[src/rtl/nest_pkg.sv]
package nest_pkg;
   localparam int PERM_W = 2;
   localparam int PERM_RD = 0;
   localparam int PERM_WR = 1;
   typedef enum logic {
      STG_FIRST  = 1'b0,
      STG_SECOND = 1'b1
   } stage_e;
endpackage

[src/rtl/nest_pick.sv]
module nest_pick #(
   parameter int AW  = 48,
   parameter int GW  = 2,
   parameter int LVW = 2
) (
   input  logic           nest_en,
   input  logic [AW-1:0]  iova,
   input  logic [AW-1:0]  s1_mask,
   input  logic [GW-1:0]  s1_gran,
   input  logic [LVW-1:0] s1_level,
   input  logic [AW-1:0]  s2_mask,
   input  logic [GW-1:0]  s2_gran,
   input  logic [LVW-1:0] s2_level,
   output logic [AW-1:0]  sel_mask,
   output logic [GW-1:0]  sel_gran,
   output logic [LVW-1:0] sel_level,
   output logic [AW-1:0]  sel_iova
);
   logic take_second;

   // strict compare keeps the first stage on equal masks
   assign take_second = nest_en && (s2_mask < s1_mask);

   always_comb begin
      sel_mask  = take_second ? s2_mask  : s1_mask;
      sel_gran  = take_second ? s2_gran  : s1_gran;
      sel_level = take_second ? s2_level : s1_level;
      sel_iova  = iova & ~sel_mask;
   end
endmodule

[src/rtl/nest_oaddr.sv]
module nest_oaddr #(
   parameter int AW = 48
) (
   input  logic          nest_en,
   input  logic [AW-1:0] s1_oaddr,
   input  logic [AW-1:0] s2_oaddr,
   input  logic [AW-1:0] s2_mask,
   output logic [AW-1:0] oaddr
);
   logic [AW-1:0] composed;

   // second-stage page base plus the intermediate offset inside that page
   assign composed = (s2_oaddr & ~s2_mask) | (s1_oaddr & s2_mask);
   assign oaddr    = nest_en ? composed : s1_oaddr;
endmodule

[src/rtl/nest_permchk.sv]
module nest_permchk
   import nest_pkg::*;
#(
   parameter int AW = 48
) (
   input  logic              hit_valid,
   input  logic [AW-1:0]     hit_oaddr,
   input  logic [PERM_W-1:0] hit_perm,
   input  logic [PERM_W-1:0] hit_pperm,
   input  logic              req_rd,
   input  logic              req_wr,
   output logic              chk_ok,
   output logic              chk_fault,
   output logic              chk_stage,
   output logic [AW-1:0]     chk_oaddr
);
   logic [PERM_W-1:0] want;
   logic [PERM_W-1:0] lack_first;
   logic [PERM_W-1:0] lack_any;

   always_comb begin
      want          = '0;
      want[PERM_RD] = req_rd;
      want[PERM_WR] = req_wr;
   end

   for (genvar b = 0; b < PERM_W; b++) begin : g_bit
      assign lack_first[b] = want[b] & ~hit_perm[b];
      assign lack_any[b]   = want[b] & ~(hit_perm[b] & hit_pperm[b]);
   end

   always_comb begin
      chk_fault = hit_valid & (|lack_any);
      chk_ok    = hit_valid & ~(|lack_any);
      chk_stage = STG_FIRST;
      if (chk_fault && !(|lack_first))
         chk_stage = STG_SECOND;
      chk_oaddr = chk_ok ? hit_oaddr : '0;
   end
endmodule

[src/rtl/nest_combiner.sv]
module nest_combiner
   import nest_pkg::*;
#(
   parameter int AW  = 48,
   parameter int GW  = 2,
   parameter int LVW = 2
) (
   input  logic              clk,
   input  logic              rst_n,
   input  logic              in_valid,
   output logic              in_ready,
   input  logic              nest_en,
   input  logic [AW-1:0]     iova,
   input  logic [AW-1:0]     s1_mask,
   input  logic [GW-1:0]     s1_gran,
   input  logic [LVW-1:0]    s1_level,
   input  logic [AW-1:0]     s1_oaddr,
   input  logic [PERM_W-1:0] s1_perm,
   input  logic [AW-1:0]     s2_mask,
   input  logic [GW-1:0]     s2_gran,
   input  logic [LVW-1:0]    s2_level,
   input  logic [AW-1:0]     s2_oaddr,
   input  logic [PERM_W-1:0] s2_perm,
   output logic              out_valid,
   input  logic              out_ready,
   output logic [AW-1:0]     cmb_mask,
   output logic [GW-1:0]     cmb_gran,
   output logic [LVW-1:0]    cmb_level,
   output logic [AW-1:0]     cmb_iova,
   output logic [AW-1:0]     cmb_oaddr,
   output logic [PERM_W-1:0] cmb_perm,
   output logic [PERM_W-1:0] cmb_pperm,
   input  logic              hit_valid,
   input  logic [AW-1:0]     hit_oaddr,
   input  logic [PERM_W-1:0] hit_perm,
   input  logic [PERM_W-1:0] hit_pperm,
   input  logic              req_rd,
   input  logic              req_wr,
   output logic              chk_ok,
   output logic              chk_fault,
   output logic              chk_stage,
   output logic [AW-1:0]     chk_oaddr
);
   if (AW < 12 || AW > 64) begin : g_bad_aw
      $error("nest_combiner: AW must lie in 12..64");
   end
   if (GW < 1 || LVW < 1) begin : g_bad_fields
      $error("nest_combiner: GW and LVW must be at least 1");
   end

   logic [AW-1:0]     n_mask;
   logic [GW-1:0]     n_gran;
   logic [LVW-1:0]    n_level;
   logic [AW-1:0]     n_iova;
   logic [AW-1:0]     n_oaddr;
   logic [PERM_W-1:0] n_pperm;
   logic              take;

   nest_pick #(.AW(AW), .GW(GW), .LVW(LVW)) pick_i (
      .nest_en   (nest_en),
      .iova      (iova),
      .s1_mask   (s1_mask),
      .s1_gran   (s1_gran),
      .s1_level  (s1_level),
      .s2_mask   (s2_mask),
      .s2_gran   (s2_gran),
      .s2_level  (s2_level),
      .sel_mask  (n_mask),
      .sel_gran  (n_gran),
      .sel_level (n_level),
      .sel_iova  (n_iova)
   );

   nest_oaddr #(.AW(AW)) oaddr_i (
      .nest_en  (nest_en),
      .s1_oaddr (s1_oaddr),
      .s2_oaddr (s2_oaddr),
      .s2_mask  (s2_mask),
      .oaddr    (n_oaddr)
   );

   // single-stage entries mirror the primary permission into the parent field
   assign n_pperm  = nest_en ? s2_perm : s1_perm;
   assign in_ready = !out_valid || out_ready;
   assign take     = in_valid && in_ready;

   always_ff @(posedge clk) begin
      if (!rst_n) begin
         out_valid <= 1'b0;
      end else if (take) begin
         out_valid <= 1'b1;
      end else if (out_ready) begin
         out_valid <= 1'b0;
      end
   end

   always_ff @(posedge clk) begin
      if (!rst_n) begin
         cmb_mask  <= '0;
         cmb_gran  <= '0;
         cmb_level <= '0;
         cmb_iova  <= '0;
         cmb_oaddr <= '0;
         cmb_perm  <= '0;
         cmb_pperm <= '0;
      end else if (take) begin
         cmb_mask  <= n_mask;
         cmb_gran  <= n_gran;
         cmb_level <= n_level;
         cmb_iova  <= n_iova;
         cmb_oaddr <= n_oaddr;
         cmb_perm  <= s1_perm;
         cmb_pperm <= n_pperm;
      end
   end

   nest_permchk #(.AW(AW)) chk_i (
      .hit_valid (hit_valid),
      .hit_oaddr (hit_oaddr),
      .hit_perm  (hit_perm),
      .hit_pperm (hit_pperm),
      .req_rd    (req_rd),
      .req_wr    (req_wr),
      .chk_ok    (chk_ok),
      .chk_fault (chk_fault),
      .chk_stage (chk_stage),
      .chk_oaddr (chk_oaddr)
   );
endmodule

[config.mk]
export PLATFORM = sky130hd
export DESIGN_NAME = nest_combiner
export DESIGN_NICKNAME = d
export VERILOG_FILES = /design/src/rtl/nest_pkg.sv /design/src/rtl/nest_pick.sv /design/src/rtl/nest_oaddr.sv /design/src/rtl/nest_permchk.sv /design/src/rtl/nest_combiner.sv
export SDC_FILE = /design/constraint.sdc
export NUM_CORES = 1
export LEC_CHECK = 0
export BUFFER_PORTS_ARGS = -buffer_cell sky130_fd_sc_hd__buf_2
export CAP_MARGIN = 20
export CORE_AREA = 3 3 199 201
export CTS_BUF_LIST = sky130_fd_sc_hd__clkbuf_4 sky130_fd_sc_hd__clkbuf_8 sky130_fd_sc_hd__clkbuf_16
export CTS_CLUSTER_SIZE = 8
export DETAILED_ROUTE_END_ITERATION = 8
export DIE_AREA = 0 0 202 204
export PLACE_DENSITY = 0.59
export SLEW_MARGIN = 20
export SYNTH_ARGS = -nofsm -noshare
export SYNTH_HDL_FRONTEND = slang
export SYNTH_HIERARCHICAL = 1
export SYNTH_SLANG_ARGS = --single-unit
[constraint.sdc]
create_clock -name clk -period 4.7 [get_ports clk]
set_input_delay 0.47 -clock clk [delete_from_list [all_inputs] [get_ports clk]]
set_output_delay 0.47 -clock clk [all_outputs]
set_load 0.05 [all_outputs]
==> impl_metrics.tcl <==
set metrics [dict create \
    status "complete, no violations" \
    ant_nets 0 \
    netlist_area_um2 10700 \
    min_to "cmb_perm[0]" \
    dp_slack_ns 0.650 \
    setup_viol 0 \
    drtPass1Iterations 4 \
    seq_area_frac_synth_pct 28.7 \
    netlist_instances 1259 \
    rsz0062_at_grt "false" \
    ios 517 \
    instances_no_fill 2251 \
    grt_usage_pct 17.9 \
    worstSetupEndpointType "register" \
    dp.final_hpwl_mm 31.0 \
    reg2regPathDepth 4 \
    dr.first_iter.drc_count 475 \
    ys.warnings.count 6 \
    vias 10200 \
    clk_latency_ns 0.45 \
    layout-drive-gt1-share_pct 37.3 \
    clock_sinks 153 \
    setup.worst_path.start_class "input pin" \
    min_path_type "in -> reg" \
    die_h_um 204 \
    wl_per_cell_um 17.1 \
    synth_seq_cells 153 \
    diodes 0 \
    grt_overflow_total 0 \
    path_class "in -> reg" \
    finalCriticalPeriod_ns 3.46 \
    syn_nets 1618 \
    total_leakage_power_nw 7.33 \
    crit_slowest_cell "a2111oi_4" \
    setup_ws_ns 1.24 \
    cp_num_buf_inv 3 \
    start_util_pct 28.2 \
    r2r_end "cmb_oaddr[30]" \
    min_path_cells 3 \
    cts-buffers-inserted 17 \
    cts_resized 0 \
    period_share_pct 73.6 \
    crit_required_ns 5.02 \
    gp_congestion 0.861 \
    drcViolationCount 0 \
    finalSetupTns_ns 0 \
    port_buffers 516 \
    grt_pass1_wl_mm 57.6 \
    grt_max_degree 150 \
    die-area_um2 41200 \
    root_buffer "clkbuf_16" \
    powerDensity_nw_per_um2 295 \
    tightest_slew_ns 1.00 \
    drv_slew 0 \
    path_max_fanout 16 \
    syn_to_final_growth_pct 31.8 \
    core_um2 37800 \
    grt_pass1_vias 10200 \
    p_total_w 0.00415 \
    fin_worst_skew_ns 0.0127 \
    post-route-util_pct 37.2 \
    worstPathArrival_ns 3.78 \
    finalNetCount 2086 \
    mostFrequentLayoutCells "515 x buf_2, 405 x nand2_1, 200 x mux2i_1" \
    max_cap_violations 0 \
    fmax_ghz 0.289 \
    crit_chain "buf_2 > inv_1 > ha_1 > a21oi_1 > o21ai_0 > a221oi_1 > o211ai_1 > a2111oi_4 > buf_4 > mux2_1 > nand2_1 > mux2i_1" \
    cpPeakStageDelay_ns 0.79 \
    hp-start "s1_perm[0]" \
    timing.rr.start "out_valid" \
    yosysUniqueCellTypes 43 \
    clock_path_buffers 2 \
    path_clk_slew_ns 0.07 \
    num_rows 71 \
    grt_antenna_before_repair 1 \
    finalWirelength_mm 38.4 \
    fp.dieW_um 202 \
    final_common_cell "buf_2" \
    hold_buffers 0 \
    hold_viol_final 0 \
    tritoncts "built" \
    path_delay_family "compound AO/OA/AOI/OAI gates" \
    avgSynthCellArea_um2 8.47 \
    vias_per_cell 4.55 \
    max-slew-margin-rel_pct 33.3 \
    ff2ff_setup_slack_ns 2.51 \
    cts_setup_buffers 0 \
    irDropWorstVdd_mv 0.246 \
    dp_cells 2219 \
    htree_levels 4 \
]
==> stage by stage <==
step           instance area [um2]  hold WS (ns)
2_1_floorplan                10700         0.609
4_1_cts                      14000         0.258
6_report                     14000         0.291
3_3_place_gp                 13500         0.440
5_1_grt                      14000         0.268
3_5_place_dp                 13500         0.444
==> worst max path at each step <==
stage	start	to	slack (ns)	cells after the start
6_report	s1_mask[35]	cmb_mask[24]	1.24	12
5_1_grt	s1_mask[35]	cmb_mask[2]	0.94	12
4_1_cts	s1_mask[35]	cmb_mask[27]	1.13	12
3_5_place_dp	s1_mask[35]	cmb_mask[27]	0.65	12
3_3_place_gp	s1_mask[35]	cmb_mask[24]	0.61	12
2_1_floorplan	s1_mask[1]	cmb_mask[44]	1.96	11
==> worst reg2reg max path, cell delays in order (launching register included) <==
cell	delay, ns
dfxtp_1	0.35
nand2b_4	0.13
and2_4	0.81
buf_4	0.55
mux2i_1	0.26
==> cells in the mapped netlist, drive strengths merged <==
cell type	number	area share, %
o211a	2	0.19
o221ai	1	0.082
nand4	6	0.35
nand3	5	0.23
nor4	1	0.059
or2b	1	0.070
nand2b	102	6.1
a21boi	3	0.42
and2	1	0.059
inv	50	1.8
mux2i	200	19
o21ai	5	0.23
a2111oi	1	0.14
o211ai	2	0.14
o21a	2	0.14
buf	55	4.6
a311oi	1	0.082
a2111o	1	0.11
a21o	9	0.63
a221oi	2	0.16
nor3	50	2.3
a21oi	14	0.66
clkbuf	28	0.99
and4	2	0.16
nand2	405	14
nor2b	2	0.12
o2bb2ai	1	0.082
dfxtp	153	29
nor3b	1	0.070
ha	47	5.5
o2111a	1	0.11
mux2	100	13
nor2	4	0.14
and3	1	0.059
==> report_power, final <==
group | leakage (nW) | switching (W) | total (W) | internal (W)
combinational | 5.80 | 0.000860 | 0.00133 | 0.000473
sequential | 1.26 | 0.0000469 | 0.00144 | 0.00139
clock | 0.276 | 0.000611 | 0.00138 | 0.000769
total | 7.33 | 0.00152 | 0.00415 | 0.00263
==> layout make-up <==
cell class,count,area (um2)
clock buffers,21,462
clock inverters,11,114
fillers,3937,23700
inverters,50,188
multi-input cells,973,6830
flip-flops and latches,153,3060
well taps,511,639
repair buffers,532,2750
==> flip-flops by register name (all words and copies together), names as in the netlist <==
name       cells
cmb_gran       2
cmb_iova      48
cmb_level      2
cmb_mask      48
cmb_oaddr     48
cmb_perm       2
cmb_pperm      2
out_valid      1
==> kinds of logic after synthesis <==
| group | share of synthesized area [%] |
|---|---|
| AND/OR/NAND/NOR | 24.0 |
| adder cells (fa/ha/maj) | 5.52 |
| multiplexers | 31.3 |
| buffers and inverters | 7.30 |
| AO/OA/AOI/OAI | 3.18 |
| flip-flops | 28.7 |
==> metal layers <==
metal	vias up	wire length (um)	part of all wire, %	track usage (%)
li1	5125	-	-	-
met1	4709	14700	38	19.1
met2	359	19600	51	33.4
met3	45	2930	7.6	5.54
met4	2	1090	2.8	6.25
met5	-	18	0.047	0
Note: power is estimated with default switching activity, not from simulation.
